`src/rtl/ras_pkg.sv`:
```
package ras_pkg;

  // Increment a slot index modulo the stack depth.
  function automatic int wrap_inc(int p, int depth);
    return (p + 1 >= depth) ? 0 : p + 1;
  endfunction

  // Decrement a slot index modulo the stack depth.
  function automatic int wrap_dec(int p, int depth);
    return (p == 0) ? depth - 1 : p - 1;
  endfunction

  // Occupancy after an accepted push: stops at the depth.
  function automatic int sat_inc(int c, int lim);
    return (c >= lim) ? lim : c + 1;
  endfunction

  // Occupancy after a pop: stops at zero.
  function automatic int floor_dec(int c);
    return (c == 0) ? 0 : c - 1;
  endfunction

endpackage

```
`src/rtl/ras_store.sv`:
```
module ras_store #(
  parameter int PC_W  = 13,
  parameter int DEPTH = 8,
  localparam int PTR_W = (DEPTH > 1) ? $clog2(DEPTH) : 1
) (
  input  logic             clk,
  input  logic             rst_n,
  input  logic             wr_en,
  input  logic [PTR_W-1:0] wr_slot,
  input  logic [PC_W-1:0]  wr_data,
  input  logic [PTR_W-1:0] rd_slot,
  output logic [PC_W-1:0]  rd_data
);

  logic [PC_W-1:0] slot_q [DEPTH];

  // One register per level, each with its own decoded write enable.
  for (genvar g = 0; g < DEPTH; g++) begin : g_slot
    logic hit;
    assign hit = wr_en && (wr_slot == PTR_W'(g));
    always_ff @(posedge clk or negedge rst_n) begin
      if (!rst_n)   slot_q[g] <= '0;
      else if (hit) slot_q[g] <= wr_data;
    end
  end

  // Combinational read port: the pop data is valid in the pop cycle.
  always_comb begin
    rd_data = '0;
    for (int i = 0; i < DEPTH; i++) begin
      if (rd_slot == PTR_W'(i)) rd_data = slot_q[i];
    end
  end

endmodule

```
`src/rtl/ras_ctrl.sv`:
```
module ras_ctrl #(
  parameter int DEPTH = 8,
  localparam int PTR_W = (DEPTH > 1) ? $clog2(DEPTH) : 1,
  localparam int CNT_W = $clog2(DEPTH + 1)
) (
  input  logic             clk,
  input  logic             rst_n,
  input  logic             push_call,
  input  logic             push_irq,
  input  logic             pop,
  output logic             wr_en,
  output logic [PTR_W-1:0] wr_slot,
  output logic [PTR_W-1:0] rd_slot,
  output logic [CNT_W-1:0] occ,
  output logic             is_full,
  output logic             is_empty,
  output logic             ovf_evt,
  output logic             unf_evt,
  output logic             ovf_q,
  output logic             unf_q
);

  localparam logic [CNT_W-1:0] CNT_MAX = CNT_W'(DEPTH);

  logic [PTR_W-1:0] ptr_q, ptr_nx;
  logic [CNT_W-1:0] cnt_q, cnt_nx;
  logic             irq_take, pop_take;

  assign is_full  = (cnt_q == CNT_MAX);
  assign is_empty = (cnt_q == '0);

  // Interrupt pushes are dropped when no level is free; calls never are.
  assign irq_take = push_irq && !is_full;
  assign wr_en    = push_call || irq_take;
  assign pop_take = pop && !is_empty && !wr_en;

  assign ovf_evt = push_call && is_full;
  assign unf_evt = pop && is_empty && !wr_en;

  assign wr_slot = ptr_q;
  assign rd_slot = PTR_W'(ras_pkg::wrap_dec(int'(ptr_q), DEPTH));
  assign occ     = cnt_q;

  always_comb begin
    ptr_nx = ptr_q;
    cnt_nx = cnt_q;
    if (wr_en) begin
      ptr_nx = PTR_W'(ras_pkg::wrap_inc(int'(ptr_q), DEPTH));
      cnt_nx = CNT_W'(ras_pkg::sat_inc(int'(cnt_q), DEPTH));
    end else if (pop_take) begin
      ptr_nx = rd_slot;
      cnt_nx = CNT_W'(ras_pkg::floor_dec(int'(cnt_q)));
    end
  end

  always_ff @(posedge clk or negedge rst_n) begin
    if (!rst_n) begin
      ptr_q <= '0;
      cnt_q <= '0;
      ovf_q <= 1'b0;
      unf_q <= 1'b0;
    end else begin
      ptr_q <= ptr_nx;
      cnt_q <= cnt_nx;
      ovf_q <= ovf_evt;
      unf_q <= unf_evt;
    end
  end

endmodule

```
`src/rtl/ret_addr_stack.sv`:
```
module ret_addr_stack #(
  parameter int PC_W  = 13,
  parameter int DEPTH = 8
) (
  input  logic            clk,
  input  logic            rst_n,
  input  logic            push_call,
  input  logic            push_irq,
  input  logic [PC_W-1:0] push_pc,
  input  logic            pop,
  output logic [PC_W-1:0] pop_pc,
  output logic            full,
  output logic            empty,
  output logic            int_ack_allow,
  output logic            overflow,
  output logic            underflow
);

  localparam int PTR_W = (DEPTH > 1) ? $clog2(DEPTH) : 1;
  localparam int CNT_W = $clog2(DEPTH + 1);

  // Internal events, named for the bound checker.
  logic             wr_en;
  logic [PTR_W-1:0] wr_slot, rd_slot;
  logic [CNT_W-1:0] occ_count;
  logic             ovf_evt, unf_evt;

  ras_ctrl #(.DEPTH(DEPTH)) u_ctrl (
    .clk      (clk),
    .rst_n    (rst_n),
    .push_call(push_call),
    .push_irq (push_irq),
    .pop      (pop),
    .wr_en    (wr_en),
    .wr_slot  (wr_slot),
    .rd_slot  (rd_slot),
    .occ      (occ_count),
    .is_full  (full),
    .is_empty (empty),
    .ovf_evt  (ovf_evt),
    .unf_evt  (unf_evt),
    .ovf_q    (overflow),
    .unf_q    (underflow)
  );

  ras_store #(.PC_W(PC_W), .DEPTH(DEPTH)) u_store (
    .clk    (clk),
    .rst_n  (rst_n),
    .wr_en  (wr_en),
    .wr_slot(wr_slot),
    .wr_data(push_pc),
    .rd_slot(rd_slot),
    .rd_data(pop_pc)
  );

  // Acknowledge gate: read from the registered occupancy.
  assign int_ack_allow = (occ_count < CNT_W'(DEPTH));

endmodule

```
`config.mk`:
```
export PLATFORM = sky130hd
export DESIGN_NAME = ret_addr_stack
export DESIGN_NICKNAME = d
export VERILOG_FILES = /design/src/rtl/ras_pkg.sv /design/src/rtl/ras_store.sv /design/src/rtl/ras_ctrl.sv /design/src/rtl/ret_addr_stack.sv
export SDC_FILE = /design/constraint.sdc
export NUM_CORES = 1
export LEC_CHECK = 0
export BUFFER_PORTS_ARGS = -buffer_cell sky130_fd_sc_hd__buf_2
export CORE_UTILIZATION = 30
export CTS_CLUSTER_SIZE = 12
export DETAILED_ROUTE_END_ITERATION = 10
export PLACE_DENSITY = 0.49
export RECOVER_POWER = 50
export SYNTH_ARGS = -nofsm -noshare
export SYNTH_HDL_FRONTEND = slang
export SYNTH_SLANG_ARGS = --single-unit
```
`constraint.sdc`:
```
create_clock -name clk -period 5 [get_ports clk]
set_input_delay 1.25 -clock clk [delete_from_list [all_inputs] [get_ports clk]]
set_output_delay 1.25 -clock clk [all_outputs]
set_load 0.01 [all_outputs]
```
==> flow_metrics.tcl <==
set metrics [dict create \
    outcome "finished with violations" \
    violated_checks "max-capacitance violations, max-slew violations" \
    drv_slew 111 \
    std_cell_rows 50 \
    vias_in_the_first_global_route 4093 \
    mappedNetlistNets 520 \
    post_drt_wl_per_cell_um 18.0 \
    design_area_um2 6740 \
    layout_worst_path_cycle_share 0.837 \
    floorplan.io_pins 36 \
    worst_hold_slack_ps 496 \
    clkSlewWorstSetupHoldPaths_ps 50 \
    peakVddDrop_v 0.000228 \
    nNetsFinal 547 \
    syn2layout_area_growth_pct 14.6 \
    post-synth-top-count-cell "sky130_fd_sc_hd__dfrtp_1" \
    dpl_cell_area_um2 6210 \
    synthMuxAreaShare 0.223 \
    synth_seq_area_share 0.481 \
    dominantRegCellSynth "sky130_fd_sc_hd__dfrtp_1" \
    detail_route.wirelength_mm 14.3 \
    drcViolationCount 0 \
    setup_slack_ps 817 \
    dr.first_iter.drc_count 236 \
    track_usage 0.151 \
    clk-insertion-delay-late_ps 410 \
    ant_nets 0 \
    synth_enable_flop_cells 0 \
    synth.area.top_cells "sky130_fd_sc_hd__dfrtp_1 (48%), sky130_fd_sc_hd__mux2_2 (12%), sky130_fd_sc_hd__mux2_4 (10%), sky130_fd_sc_hd__o21ai_0 (3.2%), sky130_fd_sc_hd__a22oi_1 (3.1%)" \
    worst-slew-pin-transition_ps 1930 \
    postSynth.asyncResetShare 1.00 \
    dieHeight_um 142 \
    total_die_area_um2 20200 \
    globalRoute.totalOverflow 0 \
    clock-skew-final_ps 7.33 \
    cts_tree "built" \
    worst_ep_required_time_ps 3750 \
    global_route_wire_length_before_repair_mm 23.1 \
    post-place-ws_ps 1240 \
    clockBufferDepth 2 \
    cap_violations 2 \
    dp_hpwl_mm 9.60 \
    yosys_warnings 0 \
    vias 4020 \
    path_max_fanout 19 \
    synth_commonest_cells "sky130_fd_sc_hd__dfrtp_1 (113), sky130_fd_sc_hd__mux2_2 (63), sky130_fd_sc_hd__mux2_4 (40)" \
    cell_count_after_placement 760 \
    via_per_inst 5.08 \
    grt_max_degree 74 \
    cts_htree_levels 4 \
    grt_antenna_before_repair 0 \
    design_power_total_mw 5.15 \
    post_cts_buffers 0 \
    netlist_area_um2 5880 \
    port_buffers 35 \
    layout.core_utilization 0.356 \
    core_region_um2 19000 \
    netlist_instances 492 \
    start_util 0.310 \
    ys_ff_latch 113 \
    fin_tns_setup_ps 0 \
    finish.cell_count_without_fillers 791 \
    synth_top_cell_area_share 0.481 \
    fraction_of_layout_instances_using_a_drive_strength_above_1 0.335 \
    power.density_nw_per_um2 764 \
    max_freq_ghz 0.239 \
    critPathCaptureType "primary output" \
    synth_area_per_cell_um2 12.0 \
    chipWidth_um 142 \
    cts_resized 0 \
    critical_path_start_end_classification "reg -> out" \
    synth_top_family_by_area "multiplexers" \
    cts.root.buffer_cell "sky130_fd_sc_hd__clkbuf_16" \
    synth_compound_area_frac 0.136 \
    gp_congestion 0.759 \
    post_cts_hold_buffer_count 0 \
    numCtsBuffers 17 \
    detailedRoute.firstPassIterationCount 5 \
    post-synth-top-area-cell "sky130_fd_sc_hd__dfrtp_1" \
    slew_headroom -0.287 \
    start_kind "register" \
    worst_hold_path_type "reg -> reg" \
    yosysUniqueCellTypes 46 \
    synth_fa_ha_area_frac 0.0213 \
    antenna_diodes 0 \
    arrival_ps 2930 \
    synth_simple_gate_area_share 0.0864 \
    clock_sink_count 113 \
    timing.final.crit_period_ps 4180 \
    setup_repair_after_global_routing_missed_its_margin "false" \
    p_leak_nw 2.92 \
    hold_viol_final 0 \
    fillerInstances 1893 \
    setup_viol_count_final 0 \
    yosys.area_share.xor_xnor 0.00298 \
]
[metal layers]
metal  wire length (um)  share of wire  vias to the layer above  global-route usage
met4                221          0.016                        0              0.0662
met5                  0              0                        -                   0
li1                   -              -                     1858                   -
met1               6980           0.49                     2064               0.209
met3                452          0.032                       15              0.0293
met2               6600           0.46                       83               0.228
[cell usage in the layout (no fill, tap or decap), types with 3 or more instances in the layout]
| master | synthesis | routed |
|---|---|---|
| sky130_fd_sc_hd__o21ai_0 | 38 | 38 |
| sky130_fd_sc_hd__nor3_1 | 4 | 4 |
| sky130_fd_sc_hd__buf_4 | 6 | 9 |
| sky130_fd_sc_hd__clkbuf_1 | 15 | 8 |
| sky130_fd_sc_hd__clkbuf_8 | 0 | 6 |
| sky130_fd_sc_hd__and3b_1 | 12 | 12 |
| sky130_fd_sc_hd__nand2_1 | 32 | 32 |
| sky130_fd_sc_hd__a22oi_1 | 24 | 24 |
| sky130_fd_sc_hd__and3_1 | 6 | 6 |
| sky130_fd_sc_hd__a221oi_1 | 12 | 12 |
| sky130_fd_sc_hd__buf_2 | 8 | 32 |
| sky130_fd_sc_hd__mux2_4 | 40 | 40 |
| sky130_fd_sc_hd__nor2b_1 | 3 | 3 |
| sky130_fd_sc_hd__mux2_2 | 63 | 63 |
| sky130_fd_sc_hd__o22ai_1 | 3 | 3 |
| sky130_fd_sc_hd__ha_1 | 10 | 10 |
| sky130_fd_sc_hd__a31oi_1 | 3 | 3 |
| sky130_fd_sc_hd__nand3_1 | 14 | 14 |
| sky130_fd_sc_hd__nor2_1 | 9 | 9 |
| sky130_fd_sc_hd__dfrtp_1 | 113 | 113 |
| sky130_fd_sc_hd__a21oi_1 | 32 | 33 |
| sky130_fd_sc_hd__clkbuf_16 | 0 | 17 |
| sky130_fd_sc_hd__inv_1 | 9 | 9 |
[final cells by class]
class | count | area, um^2 | share of cell area
Clock inverter | 4 | 47.5 | 0.00705
Multi-Input combinational cell | 332 | 2740 | 0.406
Sequential cell | 113 | 2830 | 0.420
Timing Repair Buffer | 46 | 248 | 0.0368
Clock buffer | 27 | 523 | 0.0776
Inverter | 9 | 33.8 | 0.00501
Tap cell | 260 | 325 | 0.0483
[logic make-up (layout without fill, tap and decap cells)]
kind of cell | count (synthesis) | count (layout)
compound gates | 125 | 125
xor+xnor | 2 | 2
flops | 113 | 113
simple gates | 92 | 92
buf+inv | 47 | 86
mux | 103 | 103
fa+ha+maj | 10 | 10
[report_power, final]
| group | total, mW | switching (mW) | leakage, nW | internal (mW) |
|---|---|---|---|---|
| combinational | 2.33 | 1.19 | 1.29 | 1.13 |
| clock | 1.15 | 0.396 | 0.279 | 0.757 |
| sequential | 1.67 | 0.289 | 1.35 | 1.38 |
[critical path, cell delays in order, from the launching register on]
cell	delay [ps]
sky130_fd_sc_hd__dfrtp_1	430
sky130_fd_sc_hd__inv_1	150
sky130_fd_sc_hd__ha_1	620
sky130_fd_sc_hd__and2_0	210
sky130_fd_sc_hd__buf_4	220
sky130_fd_sc_hd__a21oi_1	60
sky130_fd_sc_hd__buf_4	210
sky130_fd_sc_hd__a221oi_1	330
sky130_fd_sc_hd__a22oi_1	120
sky130_fd_sc_hd__buf_2	160
[state kept, by name (all words and copies together), names as in the netlist]
| name | cells |
|---|---|
| u_store.slot_q | 104 |
| u_ctrl.unf_q | 1 |
| u_ctrl.ovf_q | 1 |
| u_ctrl.occ | 4 |
| u_ctrl.wr_slot | 3 |
[path summary, 6_finish.rpt]
kind,start,to,slack (ps),depth (start not counted)
max in group asynchronous,rst_n,u_store.slot_q[67],2190,2
min,u_store.slot_q[100],u_store.slot_q[100],500,1
min in group asynchronous,rst_n,u_store.slot_q[9],700,1
max reg2reg,u_ctrl.wr_slot[0],u_store.slot_q[46],2130,5
max,u_ctrl.wr_slot[0],pop_pc[1],820,9
min reg2reg,u_store.slot_q[100],u_store.slot_q[100],500,1
(Power assumes the default switching activity.)
